--- config.mk ---
export PLATFORM = sky130hd
export DESIGN_NAME = uart_rx_os
export DESIGN_NICKNAME = d
export VERILOG_FILES = /design/src/rtl/uart_rx_pkg.sv /design/src/rtl/uart_rx_sync.sv /design/src/rtl/uart_rx_vote.sv /design/src/rtl/uart_rx_frame.sv /design/src/rtl/uart_rx_hold.sv /design/src/rtl/uart_rx_os.sv
export SDC_FILE = /design/constraint.sdc
export NUM_CORES = 1
export LEC_CHECK = 0
export BUFFER_PORTS_ARGS = -buffer_cell sky130_fd_sc_hd__buf_2
export CORE_MARGIN = 2
export CORE_UTILIZATION = 40
export DETAILED_ROUTE_END_ITERATION = 7
export PLACE_DENSITY = 0.64
export SKIP_CTS_REPAIR_TIMING = 1
export SYNTH_ARGS = -nofsm -noshare
export SYNTH_HDL_FRONTEND = slang
export SYNTH_SLANG_ARGS = --single-unit
--- constraint.sdc ---
create_clock -name clk_i -period 3.65 [get_ports clk_i]
set_input_delay 0.365 -clock clk_i [delete_from_list [all_inputs] [get_ports clk_i]]
set_output_delay 0.365 -clock clk_i [all_outputs]
set_load 0.02 [all_outputs]
--- src/rtl/uart_rx_pkg.sv ---
package uart_rx_pkg;

  typedef enum logic [2:0] {
    ST_IDLE,
    ST_START,
    ST_DATA,
    ST_PAR,
    ST_STOP
  } rx_state_e;

  function automatic logic maj3(input logic a, input logic b, input logic c);
    return (a & b) | (a & c) | (b & c);
  endfunction

endpackage

--- src/rtl/uart_rx_sync.sv ---
module uart_rx_sync #(
  parameter int unsigned STAGES = 2
) (
  input  logic clk_i,
  input  logic rst_ni,
  input  logic d_i,
  output logic q_o
);
  logic [STAGES-1:0] ff_q;

  always_ff @(posedge clk_i or negedge rst_ni) begin
    if (!rst_ni) ff_q <= '1;
    else         ff_q <= {ff_q[STAGES-2:0], d_i};
  end

  assign q_o = ff_q[STAGES-1];
endmodule

--- src/rtl/uart_rx_vote.sv ---
module uart_rx_vote (
  input  logic clk_i,
  input  logic rst_ni,
  input  logic cap0_i,
  input  logic cap1_i,
  input  logic smp_i,
  output logic vote_o
);
  import uart_rx_pkg::*;

  logic s0_q, s1_q;

  always_ff @(posedge clk_i or negedge rst_ni) begin
    if (!rst_ni) begin
      s0_q <= 1'b1;
      s1_q <= 1'b1;
    end else begin
      if (cap0_i) s0_q <= smp_i;
      if (cap1_i) s1_q <= smp_i;
    end
  end

  // third vote sample is the live one
  assign vote_o = maj3(s0_q, s1_q, smp_i);
endmodule

--- src/rtl/uart_rx_frame.sv ---
module uart_rx_frame #(
  parameter int unsigned OS_NORM  = 16,
  parameter int unsigned OS_FAST  = 8,
  parameter int unsigned DATA_MIN = 5,
  parameter int unsigned DATA_MAX = 9,
  parameter int unsigned LEN_W    = 4
) (
  input  logic                clk_i,
  input  logic                rst_ni,
  input  logic                tick_i,
  input  logic                rx_i,
  input  logic                ds_i,
  input  logic [LEN_W-1:0]    len_i,
  input  logic                par_en_i,
  input  logic                par_odd_i,
  output logic                done_o,
  output logic [DATA_MAX-1:0] word_o,
  output logic                fe_o,
  output logic                pe_o,
  output logic                typ_o
);
  import uart_rx_pkg::*;

  localparam int unsigned CNT_W = $clog2(OS_NORM + 1);

  rx_state_e             state_q;
  logic [CNT_W-1:0]      cnt_q;
  logic [LEN_W-1:0]      idx_q, n_q, len_clamp;
  logic [DATA_MAX-1:0]   word_q;
  logic                  last_q, ds_q, pen_q, odd_q, par_q;
  logic                  done_q, fe_q, pe_q, typ_q;
  logic [CNT_W-1:0]      os, mid, k;
  logic                  busy, cap0, cap1, decide, vote;

  assign len_clamp = (len_i < LEN_W'(DATA_MIN)) ? LEN_W'(DATA_MIN) :
                     (len_i > LEN_W'(DATA_MAX)) ? LEN_W'(DATA_MAX) : len_i;

  assign os     = ds_q ? CNT_W'(OS_FAST) : CNT_W'(OS_NORM);
  assign mid    = os >> 1;
  assign k      = (cnt_q == os) ? CNT_W'(1) : cnt_q + 1'b1;
  assign busy   = (state_q != ST_IDLE);
  assign cap0   = tick_i && busy && (k == mid);
  assign cap1   = tick_i && busy && (k == mid + CNT_W'(1));
  assign decide = tick_i && busy && (k == mid + CNT_W'(2));

  uart_rx_vote i_vote (
    .clk_i (clk_i),
    .rst_ni(rst_ni),
    .cap0_i(cap0),
    .cap1_i(cap1),
    .smp_i (rx_i),
    .vote_o(vote)
  );

  always_ff @(posedge clk_i or negedge rst_ni) begin
    if (!rst_ni) begin
      state_q <= ST_IDLE;
      cnt_q   <= '0;
      idx_q   <= '0;
      n_q     <= LEN_W'(DATA_MIN);
      word_q  <= '0;
      last_q  <= 1'b1;
      ds_q    <= 1'b0;
      pen_q   <= 1'b0;
      odd_q   <= 1'b0;
      par_q   <= 1'b0;
      done_q  <= 1'b0;
      fe_q    <= 1'b0;
      pe_q    <= 1'b0;
      typ_q   <= 1'b0;
    end else begin
      done_q <= 1'b0;
      if (tick_i) begin
        last_q <= rx_i;
        if (state_q == ST_IDLE) begin
          if (last_q && !rx_i) begin
            state_q <= ST_START;
            cnt_q   <= CNT_W'(1);
            ds_q    <= ds_i;
            n_q     <= len_clamp;
            pen_q   <= par_en_i;
            odd_q   <= par_odd_i;
            word_q  <= '0;
            par_q   <= 1'b0;
            pe_q    <= 1'b0;
            idx_q   <= '0;
          end
        end else begin
          cnt_q <= k;
          // new bit period begins
          if (k == CNT_W'(1)) begin
            case (state_q)
              ST_START: begin
                state_q <= ST_DATA;
                idx_q   <= '0;
              end
              ST_DATA: begin
                if (idx_q == n_q - 1'b1) state_q <= pen_q ? ST_PAR : ST_STOP;
                else                     idx_q   <= idx_q + 1'b1;
              end
              ST_PAR:  state_q <= ST_STOP;
              default: ;
            endcase
          end
          if (decide) begin
            case (state_q)
              ST_START: if (vote) state_q <= ST_IDLE;
              ST_DATA: begin
                word_q[idx_q] <= vote;
                par_q         <= par_q ^ vote;
              end
              ST_PAR:  pe_q <= (vote != (par_q ^ odd_q));
              ST_STOP: begin
                done_q  <= 1'b1;
                fe_q    <= !vote;
                typ_q   <= (n_q == LEN_W'(DATA_MAX)) ? word_q[DATA_MAX-1] : vote;
                state_q <= ST_IDLE;
              end
              default: ;
            endcase
          end
        end
      end
    end
  end

  assign done_o = done_q;
  assign word_o = word_q;
  assign fe_o   = fe_q;
  assign pe_o   = pe_q;
  assign typ_o  = typ_q;
endmodule

--- src/rtl/uart_rx_hold.sv ---
module uart_rx_hold #(
  parameter int unsigned DATA_MAX = 9
) (
  input  logic                clk_i,
  input  logic                rst_ni,
  input  logic                push_i,
  input  logic [DATA_MAX-1:0] word_i,
  input  logic                fe_i,
  input  logic                pe_i,
  input  logic                read_i,
  output logic [DATA_MAX-1:0] data_o,
  output logic                valid_o,
  output logic                fe_o,
  output logic                pe_o,
  output logic                ovr_o
);
  logic [DATA_MAX-1:0] data_q;
  logic                valid_q, fe_q, pe_q, ovr_q;

  always_ff @(posedge clk_i or negedge rst_ni) begin
    if (!rst_ni) begin
      data_q  <= '0;
      valid_q <= 1'b0;
      fe_q    <= 1'b0;
      pe_q    <= 1'b0;
      ovr_q   <= 1'b0;
    end else if (push_i) begin
      if (valid_q && !read_i) begin
        ovr_q <= 1'b1;  // older word wins
      end else begin
        data_q  <= word_i;
        valid_q <= 1'b1;
        fe_q    <= fe_i;
        pe_q    <= pe_i;
        ovr_q   <= 1'b0;
      end
    end else if (read_i) begin
      valid_q <= 1'b0;
      ovr_q   <= 1'b0;
    end
  end

  assign data_o  = data_q;
  assign valid_o = valid_q;
  assign fe_o    = valid_q & fe_q;
  assign pe_o    = valid_q & pe_q;
  assign ovr_o   = ovr_q;
endmodule

--- src/rtl/uart_rx_os.sv ---
module uart_rx_os #(
  parameter int unsigned OS_NORM     = 16,
  parameter int unsigned OS_FAST     = 8,
  parameter int unsigned DATA_MIN    = 5,
  parameter int unsigned DATA_MAX    = 9,
  parameter int unsigned SYNC_STAGES = 2,
  parameter int unsigned LEN_W       = $clog2(DATA_MAX + 1)
) (
  input  logic                clk_i,
  input  logic                rst_ni,
  input  logic                sample_tick_i,
  input  logic                rx_i,
  input  logic                double_speed_i,
  input  logic [LEN_W-1:0]    data_len_i,
  input  logic                parity_en_i,
  input  logic                parity_odd_i,
  input  logic                addr_filter_i,
  input  logic                read_i,
  output logic [DATA_MAX-1:0] data_o,
  output logic                valid_o,
  output logic                frame_err_o,
  output logic                parity_err_o,
  output logic                overrun_o
);
  logic                rx_s;
  logic                frm_done, frm_fe, frm_pe, frm_typ, frm_push;
  logic [DATA_MAX-1:0] frm_word;

  uart_rx_sync #(.STAGES(SYNC_STAGES)) i_sync (
    .clk_i (clk_i),
    .rst_ni(rst_ni),
    .d_i   (rx_i),
    .q_o   (rx_s)
  );

  uart_rx_frame #(
    .OS_NORM (OS_NORM),
    .OS_FAST (OS_FAST),
    .DATA_MIN(DATA_MIN),
    .DATA_MAX(DATA_MAX),
    .LEN_W   (LEN_W)
  ) i_frame (
    .clk_i    (clk_i),
    .rst_ni   (rst_ni),
    .tick_i   (sample_tick_i),
    .rx_i     (rx_s),
    .ds_i     (double_speed_i),
    .len_i    (data_len_i),
    .par_en_i (parity_en_i),
    .par_odd_i(parity_odd_i),
    .done_o   (frm_done),
    .word_o   (frm_word),
    .fe_o     (frm_fe),
    .pe_o     (frm_pe),
    .typ_o    (frm_typ)
  );

  assign frm_push = frm_done && (!addr_filter_i || frm_typ);

  uart_rx_hold #(.DATA_MAX(DATA_MAX)) i_hold (
    .clk_i  (clk_i),
    .rst_ni (rst_ni),
    .push_i (frm_push),
    .word_i (frm_word),
    .fe_i   (frm_fe),
    .pe_i   (frm_pe),
    .read_i (read_i),
    .data_o (data_o),
    .valid_o(valid_o),
    .fe_o   (frame_err_o),
    .pe_o   (parity_err_o),
    .ovr_o  (overrun_o)
  );
endmodule

# Word level (Yosys, flattened, before mapping)
# Cells that the tools add are included.
# classes
n_addsub	5
magnitude_cmp	4
n_eq_ne	15
mux	44
n_bitwise	11
reduce_logical	29
# op_table
operator	n
9-bit two-way mux	4
4-bit two-way mux	6
3-bit two-way mux	7
5-bit two-way mux	4
1-bit two-way mux	18
5-bit equality test	3
4-bit AND reduction	3
2-bit nonzero test	5
9-bit bitwise mux	1
3-bit one-hot mux with 3 select lines	1
1-bit logical AND	8
4-bit one-hot mux with 2 select lines	1
3-bit by 2-bit equality test with 1-bit output (second input constant)	2
3-bit one-hot mux with 2 select lines	1
2-bit AND reduction	3
3-bit nonzero test	2
4-bit by 1-bit adder with 5-bit output (second input constant)	1
4-bit by 2-bit adder with 5-bit output (second input constant)	1
5-bit by 1-bit adder with 5-bit output (second input constant)	1
1-bit bitwise AND	5
5-bit by 1-bit equality test with 1-bit output (second input constant)	1
5-bit by 4-bit equality test with 1-bit output	1
4-bit by 5-bit less-than comparator with 1-bit output (second input constant)	1
5-bit AND reduction	1
other kinds (20)	27
# totals
ff_bits	51
inputBits	13
out_inout_bits	13
elab_cells	130

# Depth between registers and ports, before layout
# Gate-level depths: netlist of run 1.
# depth
ltp_word	9
mapped_depth	9
mapped_depth_nobuf	8

# Modules after synthesis
# A second synthesis of run 1 with hierarchy kept.
# unflattened
cells_unflattened	283
area_unflattened_um2	2857.7
# by_module_without_submodules
mod	n_inst	cells_per_inst	area_per_inst_um2	seq_area_each_um2
uart_rx_frame	1	242	2163.3	854.6
uart_rx_hold	1	32	544.3	325.3
uart_rx_vote	1	5	86.3	52.6
uart_rx_sync	1	2	52.6	52.6
uart_rx_os	1	2	11.3	0.0

# Worst setup path before layout of run 1
# Ideal clock, no wire load.
# synth_timing
path_kind	register to register
start	reg i_frame.cnt_q[0]
end	reg i_frame.fe_q (netlist: i_frame.fe_o)
setup_time_ns	0.125
t_arrival_ns	2.427
t_required_ns	3.525
slack_ns	1.098
stages_incl_launch_ff	7
n_path_buf	0
period_less_slack_ns	2.552
path_cell_list	dfrtp_1 > ha_1 > or3_1 > mux4_2 > nor2_4 > nor3b_4 > mux2_2
# synth_via
elab_chain_cells	5
elab_cells_between_ends	6
cone_classes	1 x add/sub; 2 x eq/ne; 1 x mux; 2 x reduce/logical
# synth_rtl
element	line	rtl
from (decl)	uart_rx_frame.sv:27	logic [CNT_W-1:0] cnt_q;
from (signal assigned)	uart_rx_frame.sv:89	cnt_q <= k;
5-bit by 1-bit adder with 5-bit output / 5-bit equality test (equally long branches)	uart_rx_frame.sv:40	assign k = (cnt_q == os) ? CNT_W'(1) : cnt_q + 1'b1;
5-bit two-way mux (*)	uart_rx_frame.sv:40	
5-bit equality test (*)	uart_rx_frame.sv:44	assign decide = tick_i && busy && (k == mid + CNT_W'(2));
1-bit logical AND (*)	uart_rx_frame.sv:44	
4-bit AND reduction (no line) (*)	-	
to (signal assigned)	uart_rx_frame.sv:115	fe_q <= !vote;
to (decl)	uart_rx_frame.sv:31	logic done_q, fe_q, pe_q, typ_q;
# Mark *: on every way between the ends. The rest lies on a longest branch, timed or not.
# A chain may end at the register's enable or synchronous reset.

# Worst setup path after layout of run 1
# layout_timing
start	reg i_frame.cnt_q[0]
end	reg i_frame.par_q
# layout_via
elab_chain_cells	6
elab_cells_between_ends	7
cone_classes	1 x add/sub; 2 x eq/ne; 1 x mux; 3 x reduce/logical
# layout_rtl
element	line	rtl
5-bit by 1-bit adder with 5-bit output / 5-bit equality test (equally long branches)	uart_rx_frame.sv:40	
5-bit two-way mux (*)	uart_rx_frame.sv:40	
5-bit equality test (*)	uart_rx_frame.sv:44	
1-bit logical AND (*)	uart_rx_frame.sv:44	
2-bit nonzero test (no line) (*)	-	
4-bit AND reduction (no line) (*)	-	
to (signal assigned)	uart_rx_frame.sv:110	par_q <= par_q ^ vote;
to (decl)	uart_rx_frame.sv:30	logic last_q, ds_q, pen_q, odd_q, par_q;
# Marked as above.

==> results of run 1 <==
[critical path: cells and delay by family, from the launching register on]
kind	cells	cell delay (ps)
AO/OA/AOI/OAI	3	1070
adder cells (fa/ha/maj)	1	340
flip-flops	1	490
multiplexers	1	570
AND/OR/NAND/NOR	1	380
[state kept, by name (all words and copies together), names as in the netlist, 2 cells and up]
| signal | count |
|---|---|
| i_frame.n_q | 4 |
| i_frame.state_q | 3 |
| i_frame.word_o | 9 |
| i_frame.cnt_q | 5 |
| i_sync.ff_q | 2 |
| i_frame.idx_q | 4 |
| i_hold.data_o | 9 |
[how the worst max path moves through the flow]
stage | start | end | slack (ps)
2_1_floorplan | i_frame.cnt_q[0]$_DFFE_PN0P_ | i_frame.fe_o$_DFFE_PN0P_ | 1100
3_3_place_gp | i_frame.cnt_q[0]$_DFFE_PN0P_ | i_frame.par_q$_DFFE_PN0P_ | 770
3_5_place_dp | i_frame.cnt_q[0]$_DFFE_PN0P_ | i_frame.par_q$_DFFE_PN0P_ | 710
4_1_cts | i_frame.cnt_q[0]$_DFFE_PN0P_ | i_frame.word_o[0]$_DFFE_PN0P_ | 700
5_1_grt | i_frame.cnt_q[0]$_DFFE_PN0P_ | i_frame.word_o[3]$_DFFE_PN0P_ | 450
6_report | i_frame.cnt_q[0]$_DFFE_PN0P_ | i_frame.par_q$_DFFE_PN0P_ | 700
[kinds of logic after synthesis]
| logic type | after synthesis | share of synthesized area |
|---|---|---|
| and+or+nand+nor | 87 | 0.160 |
| AOI/OAI and AO/OA | 73 | 0.177 |
| muxes | 24 | 0.0991 |
| xor gates and xnor gates | 9 | 0.0281 |
| adders and majority gates | 11 | 0.0491 |
| buffers and inverters | 19 | 0.0286 |
| DFF | 51 | 0.458 |
[through the flow]
step	cell area, µm²	std cells	setup WS, ps	power [µW]	util
6_report	3150	397	695	1330	0.464
3_5_place_dp	3030	389	710	918	0.446
5_1_grt	3150	397	447	1400	0.464
3_3_place_gp	3030	389	774	912	0.446
2_1_floorplan	2800	274	1100	851	-
4_1_cts	3150	397	696	1340	0.464
[metal layers]
layer	GRT usage	wire (µm)	share of wire	up-vias
li1	-	-	-	1043
met1	0.228	2790	0.50	993
met2	0.225	2470	0.45	43
met3	0.0283	214	0.039	5
met4	0.0420	51	0.0092	0
met5	0	0	0	-
[cells in the mapped netlist (7+ instances only)]
cell	count
a21oi_1	13
clkbuf_1	7
dfrtp_1	44
dfstp_2	7
ha_1	11
inv_1	10
mux2_2	20
nand2_1	21
nand2b_1	7
nor2_1	22
nor3_1	7
o21ai_0	22
xnor2_1	9
[area by class of cell]
type / instances / area [µm²] / share of cell area
repair buffers: 28 / 148 / 0.0469
well taps: 96 / 120 / 0.0381
flip-flops and latches: 51 / 1280 / 0.408
clock buffers: 6 / 82.6 / 0.0262
inverters: 10 / 37.5 / 0.0119
clock inverters: 2 / 38.8 / 0.0123
multi-input cells: 204 / 1440 / 0.457
[power groups by stage]
| stage | Combinational (µW) | Sequential [µW] | Clock, µW |
|---|---|---|---|
| after global placement | 237 | 675 | 0 |
| after global routing | 269 | 677 | 451 |
| final | 238 | 668 | 419 |
| after floorplan | 203 | 648 | 0 |
| after detailed placement | 238 | 679 | 0 |
| after CTS | 239 | 668 | 432 |
==> flow_metrics.tcl, run 1 <==
set metrics [dict create \
    grt_pass1_wl_mm 9.12 \
    vias_per_cell 5.25 \
    critical_path_required_ps 3850 \
    yosysTopAreaCellShare 0.393 \
    worstPathArrival_ps 3160 \
    pwr-share-comb 0.179 \
    clockBufferDepth 2 \
    p_switching_uw 388 \
    pwr-share-clk 0.316 \
    grt_pass1_vias 1866 \
    hp-class "input port to async pin" \
    power_density_nw_per_um2 421 \
    wl_per_cell_um 13.9 \
    netlist_instances 274 \
    htreeDepth 2 \
    leakagePower_uw 0.00146 \
    worstPathCellList "ha_1 -> or3_1 -> mux4_2 -> o21ai_1 -> o21ai_0 -> a32o_1" \
    max-vdd-ir-drop_mv 0.230 \
    die_h_um 87.7 \
    max_cap_violations 0 \
    clock_latency_ps 310 \
    ios 26 \
    die_w_um 87.7 \
    hold_viol_final 0 \
    rows 30 \
    cp-end-kind "flip-flop" \
    timing.fmax_mhz 338 \
    vias 2084 \
    syn_avg_cell_area_um2 10.2 \
    post-dp-hpwl_mm 4.09 \
    synthArstFlopShare 1.00 \
    port_buffers 25 \
    area_growth_pct 12.4 \
    drt_iter0_markers 64 \
    grt.total_usage 0.152 \
    yosysWarningCount 0 \
    place_congestion 0.873 \
    report.final.slew_viol_count 0 \
    finClkSkew_ps 7.34 \
    cp_max_fo 11 \
    grt_overflow 0 \
    worst_slew_pin_slew_ps 736 \
    setup_tns_ps 0 \
    cpMaxStageDelayCell "o21ai_1" \
    synthesis.area_um2 2800 \
    final_cell_mix "dfrtp_1, buf_2, o21ai_0, nor2_1, nand2_1" \
    start_util 0.413 \
    antenna_cells 0 \
    ff2ff_path_depth 6 \
    synth-edff-count 0 \
    ant_nets 0 \
    status "completed" \
    hold-worst-slack_ps 22.9 \
    path_clk_slew_ps 100 \
    ys.flop_type "dfrtp_1" \
    drc 0 \
    fin_crit_sh 0.810 \
    totalWireLength_mm 5.53 \
    yosysSeqAreaShare 0.458 \
    die_area_um2 7700 \
    core-area_um2 6790 \
    p_seq_frac 0.504 \
    switching_share 0.293 \
    syn-num-nets 298 \
    intPower_uw 937 \
    nFillCells 667 \
    nets 324 \
    final_common_cell "dfrtp_1" \
    crit_path_max_incr_delay_ps 630 \
    antenna_found_initial 0 \
    crit_type "flip-flop to flip-flop" \
    r2r_end "i_frame.par_q$_DFFE_PN0P_" \
    yosysUniqueCellTypes 49 \
    maxSlewHeadroom 0.506 \
    grt_max_degree 30 \
    min_period_ps 2950 \
    regToRegSetupSlack_ps 700 \
    detail_route.first_pass.iterations 4 \
    layout-drive-gt1-share 0.233 \
    yosys-top-cells-area "dfrtp_1, mux2_2, dfstp_2" \
    start_kind "flip-flop" \
    cts_tree "done" \
    rr_startpoint "i_frame.cnt_q[0]$_DFFE_PN0P_" \
    setup_viol 0 \
    ys_ff_latch 51 \
    yosysTopAreaCell "dfrtp_1" \
    cts-buffers-inserted 5 \
    clock_sinks 51 \
    rsz0062_at_grt "false" \
    cts_root_buf "clkbuf_8" \
]
(Power assumes the default switching activity.)
==> inputs of run 2 (changes only) <==
--- a/config.mk
+++ b/config.mk
@@ -5,11 +5,12 @@
 export SDC_FILE = /design/constraint.sdc
 export NUM_CORES = 1
 export LEC_CHECK = 0
+export ABC_AREA = 1
 export BUFFER_PORTS_ARGS = -buffer_cell sky130_fd_sc_hd__buf_2
 export CORE_MARGIN = 2
 export CORE_UTILIZATION = 40
 export DETAILED_ROUTE_END_ITERATION = 7
-export PLACE_DENSITY = 0.64
+export PLACE_DENSITY = 0.67
 export SKIP_CTS_REPAIR_TIMING = 1
 export SYNTH_ARGS = -nofsm -noshare
 export SYNTH_HDL_FRONTEND = slang
==> constraint.sdc (replaced) <==
create_clock -name clk_i -period 2.6 [get_ports clk_i]
set_input_delay 0.26 -clock clk_i [delete_from_list [all_inputs] [get_ports clk_i]]
set_output_delay 0.26 -clock clk_i [all_outputs]
set_load 0.02 [all_outputs]
==> run 2 against run 1 <==
  * Flip-flop and latch count unchanged
  * Count of clock-buffer cells in the layout unchanged
  * Synthesized cell count up 33%
  * Critical path depth up 2
  * Via count up 14%
  * Register-to-register slack worse by 250 ps
  * Setup slack worse by 250 ps
  * Fmax up 37%
  * Clock power up 14%
  * Cell area up 1.6%
  * Die area up 3.4%
  * Global-route usage up 0.62 points
  * Critical path type unchanged
  * Largest cell class unchanged
  * Highest routed layer unchanged
==> flow_metrics.tcl, run 2 <==
set metrics [dict create \
    status "completed" \
    cts_root_buf "clkbuf_8" \
    worstSetupEndpoint "i_frame.word_o[4]$_DFFE_PN0P_" \
    drt_iter0_markers 116 \
    dp_slack_ps 466 \
    vias_per_cell 4.88 \
    dpl.cell_count 479 \
    yosysMostFrequentCell "nand2_1" \
    rows 31 \
    power_density_nw_per_um2 891 \
    cts_tree "done" \
    hp-class "input port to async pin" \
    cp_max_fo 19 \
    setup_tns_ps 0 \
    r2r_end "i_frame.word_o[4]$_DFFE_PN0P_" \
    start_util 0.407 \
    die_w_um 89.2 \
    core-area_um2 7140 \
    fin_crit_sh 0.828 \
    totalWireLength_mm 5.69 \
    htreeDepth 2 \
    clock_latency_ps 300 \
    yosysWarningCount 0 \
    antenna_cells 0 \
    grt_max_degree 52 \
    syn_avg_cell_area_um2 7.98 \
    ios 26 \
    post-dp-hpwl_mm 4.27 \
    antenna_found_initial 0 \
    hold-worst-slack_ps 49.0 \
    yosysTopAreaCell "dfrtp_1" \
    wl_per_cell_um 11.7 \
    yosys-top-cells-area "dfrtp_1, nand2_1, dfstp_2" \
    final_common_cell "nand2_1" \
    leakagePower_uw 0.00169 \
    cts-buffers-inserted 5 \
    path_clk_slew_ps 90 \
    rr_startpoint "i_frame.state_q[0]$_DFFE_PN0P_" \
    detail_route.first_pass.iterations 4 \
    nFillCells 726 \
    synthArstFlopShare 1.00 \
    netlist_instances 364 \
    grt.total_usage 0.158 \
    start_kind "flip-flop" \
    ys.flop_type "dfrtp_1" \
    yosysTopAreaCellShare 0.379 \
    clockBufferDepth 2 \
    fin_cells 487 \
    min_period_ps 2150 \
    drc 0 \
    synth-edff-count 0 \
    timing.fmax_mhz 465 \
    setup_slack_ps 448 \
    ant_nets 0 \
    port_buffers 25 \
    ys_ff_latch 51 \
    grt_pass1_wl_mm 9.87 \
    hold_viol_final 0 \
    max-vdd-ir-drop_mv 0.506 \
    die_area_um2 7960 \
    worst_slew_pin_slew_ps 640 \
    place_congestion 0.969 \
    critical_path_required_ps 2800 \
    setup_viol 0 \
    clock_sinks 51 \
    nets 411 \
    layout-drive-gt1-share 0.196 \
    cp-end-kind "flip-flop" \
    grt_pass1_vias 2211 \
    die_h_um 89.2 \
    rsz0062_at_grt "false" \
    crit_path_start "i_frame.state_q[0]$_DFFE_PN0P_" \
    worstPathArrival_ps 2350 \
    grt_overflow 0 \
    vias 2375 \
    ff2ff_path_depth 8 \
    area_growth_pct 10.3 \
    yosysUniqueCellTypes 36 \
    netlist_top_cells_count "nand2_1, dfrtp_1, nand3_1, inv_1, nor2_1" \
    utilization 0.449 \
    synthesis.area_um2 2900 \
    maxSlewHeadroom 0.574 \
    crit_type "flip-flop to flip-flop" \
    report.final.slew_viol_count 0 \
    final_cell_mix "nand2_1, dfrtp_1, nand3_1" \
    syn-num-nets 388 \
    yosysSeqAreaShare 0.442 \
    max_cap_violations 0 \
    finClkSkew_ps 4.56 \
    regToRegSetupSlack_ps 450 \
]
==> run 2: changes by cell type in the layout (fill, tap and decap cells not counted), sizes merged, moves of 8 or more <==
cell   previous run  this run
inv              11        41
nand3             5        35
nor2             23        32
xnor2             9         1
mux2             20        11
nand4             2        15
nand2            21       107
==> run 2: critical path, stage by stage (launching register included) <==
cell and delay [ps]:
dfrtp_1 470, inv_2 100, nand2_2 80, nor2_4 310
inv_1 320, a21oi_4 470, nand3_1 140, nand2_1 90
nand2_1 50
==> run 2: layout make-up <==
type                            instances  area [µm²]  area share
Clock buffer                            6        82.6      0.0258
Timing Repair Buffer                   27         140      0.0438
Sequential cell                        51        1280       0.401
Tap cell                               99         124      0.0387
Multi-Input combinational cell        259        1390       0.434
Inverter                               43         164      0.0512
Clock inverter                          2        16.3     0.00508
==> run 2: per-layer routing <==
| metal | vias to the layer above | global-route usage | share of wire |
|---|---|---|---|
| li1 | 1233 | - | - |
| met1 | 1077 | 0.207 | 0.47 |
| met2 | 59 | 0.273 | 0.48 |
| met3 | 6 | 0.0277 | 0.037 |
| met4 | 0 | 0.0393 | 0.0077 |
| met5 | - | 0 | 0 |
==> run 2: stage by stage <==
| stage | instance area, µm² | total power, µW |
|---|---|---|
| CTS | 3200 | 2880 |
| global placement | 3100 | 2350 |
| floorplan | 2900 | 2150 |
| finish | 3200 | 2850 |
| global route | 3200 | 3150 |
| detailed placement | 3100 | 2390 |
==> run 2: logic make-up after synthesis <==
logic type | synth area share
AO/OA/AOI/OAI | 0.0754
XOR/XNOR | 0.0121
adder cells (fa/ha/maj) | 0.0474
buffers and inverters | 0.0788
flip-flops | 0.442
multiplexers | 0.0427
AND/OR/NAND/NOR | 0.301
==> run 2: where the power goes <==
| part | total, µW | switching [µW] | internal [µW] |
|---|---|---|---|
| Clock | 478 | 260 | 217 |
| Combinational | 1240 | 829 | 415 |
| Sequential | 1130 | 164 | 966 |
==> run 2: how the worst min path moves through the flow <==
stage                                   from                           end  slack [ps]  cells after the start
floorplan                             rst_ni  i_frame.cnt_q[0]$_DFFE_PN0P_         -40                      0
global placement    i_sync.ff_q[0]$_DFF_PN1_      i_sync.ff_q[1]$_DFF_PN1_         350                      0
detailed placement  i_sync.ff_q[0]$_DFF_PN1_      i_sync.ff_q[1]$_DFF_PN1_         350                      0
CTS                                     rx_i      i_sync.ff_q[0]$_DFF_PN1_          40                      1
global route                            rx_i      i_sync.ff_q[0]$_DFF_PN1_          50                      1
finish                                rst_ni      i_hold.ovr_o$_DFFE_PN0P_          50                      2
==> inputs of run 3 (changes only) <==
--- a/config.mk
+++ b/config.mk
@@ -5,7 +5,7 @@
 export SDC_FILE = /design/constraint.sdc
 export NUM_CORES = 1
 export LEC_CHECK = 0
-export ABC_AREA = 1
+export ABC_AREA = 0
 export BUFFER_PORTS_ARGS = -buffer_cell sky130_fd_sc_hd__buf_2
 export CORE_MARGIN = 2
 export CORE_UTILIZATION = 40
==> constraint.sdc (replaced) <==
create_clock -name clk_i -period 1.8 [get_ports clk_i]
set_input_delay 0.18 -clock clk_i [delete_from_list [all_inputs] [get_ports clk_i]]
set_output_delay 0.18 -clock clk_i [all_outputs]
set_load 0.02 [all_outputs]
==> run 3 against run 2 <==
  * The flow now finishes with violations (negative setup slack)
  * First-iteration DRC count is 9.5% lower
  * Largest power group is now registers
  * Setup slack got worse by 1000 ps
  * Global-route usage grew 0.73 points
  * Count of clock-buffer cells in the layout unchanged
  * Sequential share of layout area down 6.7 points
  * Critical path depth shrank 2
  * Final cell count down 8.0%
  * Core utilization increased by 12 points
  * Combinational power fell by 26%
==> flow_metrics.tcl, run 3 (synthesized netlist as in run 1, its figures left out) <==
set metrics [dict create \
    die_h_um 87.7 \
    cts_tree "done" \
    violations "negative setup slack" \
    cts_root_buf "clkbuf_8" \
    final_common_cell "dfrtp_1" \
    setup_viol 24 \
    place_congestion 0.824 \
    fin_cells 448 \
    port_buffers 25 \
    start_kind "flip-flop" \
    grt_max_degree 31 \
    status "finished with violations" \
    ios 26 \
    path_delay_family "multiplexers" \
    utilization 0.568 \
    hp-class "input port to flip-flop" \
    final_cell_mix "dfrtp_1, buf_4, buf_2" \
    antenna_cells 0 \
    clock_sinks 51 \
    clock_latency_ps 310 \
    dpl.cell_count 429 \
    antenna_found_initial 0 \
    core-area_um2 6790 \
    grt.total_usage 0.166 \
    nets 375 \
    maxSlewHeadroom 0.670 \
    grt_overflow 0 \
    cp-end-kind "flip-flop" \
    worstPathCellList "ha_4 -> or3_1 -> mux4_2 -> buf_4 -> nor3_2 -> mux2_2" \
    cp_max_fo 5 \
    area_growth_pct 37.5 \
    report.final.slew_viol_count 0 \
    crit_path_max_incr_delay_ps 550 \
    max-vdd-ir-drop_mv 0.548 \
    crit_type "flip-flop to flip-flop" \
    clockBufferDepth 2 \
    htreeDepth 2 \
    nFillCells 562 \
    dp_slack_ps -509 \
    critical_path_required_ps 2040 \
    power_density_nw_per_um2 804 \
    wl_per_cell_um 14.2 \
    worst_slew_pin_slew_ps 496 \
    vias 2340 \
    post-dp-hpwl_mm 4.51 \
    vias_per_cell 5.22 \
    totalWireLength_mm 6.37 \
    rsz0062_at_grt "true" \
    setup_slack_ps -553 \
    rows 30 \
    detail_route.first_pass.iterations 4 \
    crit_buf_inv 1 \
    cpMaxStageDelayCell "mux4_2" \
    finClkSkew_ps 7.12 \
    leakagePower_uw 0.00178 \
    start_util 0.413 \
    cts-buffers-inserted 5 \
    drc 0 \
    max_cap_violations 0 \
    layout-drive-gt1-share 0.455 \
    drt_iter0_markers 105 \
    fin_crit_sh 1.31 \
    min_period_ps 2350 \
    timing.fmax_mhz 425 \
    ant_nets 0 \
    die_area_um2 7700 \
    grt_pass1_vias 2129 \
    hold_viol_final 0 \
    path_clk_slew_ps 100 \
    worstPathArrival_ps 2590 \
    grt_pass1_wl_mm 10.0 \
    die_w_um 87.7 \
]
## run 3: changes by cell type in the layout (fill, tap and decap cells not counted), moves of 7 or more
cell	delta
nand2_1	-86
buf_6	+10
o21ai_1	-7
nand4_1	-13
mux2_2	+7
nand3_1	-30
xnor2_1	+7
inv_1	-24
buf_4	+39
## run 3: through the flow
step           hold WS (ps)  setup TNS [ps]  total power [µW]  cell area (µm²)
4_1_cts                -173           -9330              2930             3570
2_1_floorplan          -116           -7570              1790             2920
5_1_grt                8.27          -11130              3260             3860
6_report               14.1           -9370              3100             3860
3_3_place_gp            174           -8570              2040             3450
3_5_place_dp            172           -9040              2070             3450
## run 3: metal layers
metal | vias up | track usage | wire length (µm)
met5 | - | 0 | 0
li1 | 1143 | - | -
met4 | 0 | 0.0420 | 97
met1 | 1146 | 0.235 | 2940
met2 | 41 | 0.262 | 3120
met3 | 10 | 0.0311 | 203
## run 3: layout make-up
class / count / area, µm² / share of cell area
clock inverter: 2 / 38.8 / 0.0101
timing repair buffer: 79 / 586 / 0.152
tap: 96 / 120 / 0.0311
inverter: 10 / 37.5 / 0.00973
multi-input combinational: 204 / 1700 / 0.442
clock buffer: 6 / 82.6 / 0.0214
sequential: 51 / 1290 / 0.334
## run 3: power breakdown
part           internal (µW)  total (µW)  switching (µW)
registers               1230        1330            94.8
clock network            458         858             400
logic                    441         913             472
## run 3: worst paths after layout
kind / from / endpoint / slack [ps] / depth (start not counted)
min: read_i / i_hold.ovr_o$_DFFE_PN0P_ / 10 / 2
max reg2reg: i_frame.cnt_q[1]$_DFFE_PN0P_ / i_frame.i_vote.s1_q$_DFFE_PN1P_ / -550 / 6
max in group asynchronous: rst_ni / i_sync.ff_q[0]$_DFF_PN1_ / 840 / 3
min in group asynchronous: rst_ni / i_hold.data_o[1]$_DFFE_PN0P_ / 360 / 2
min reg2reg: i_sync.ff_q[0]$_DFF_PN1_ / i_sync.ff_q[1]$_DFF_PN1_ / 360 / 0
max: i_frame.cnt_q[1]$_DFFE_PN0P_ / i_frame.i_vote.s1_q$_DFFE_PN1P_ / -550 / 6
## run 3: worst reg2reg max path, stage by stage, from the launching register on
cell and delay (ps):
dfrtp_2 460, ha_4 180, or3_1 360, mux4_2 550, buf_4 190, nor3_2 190, mux2_2 360
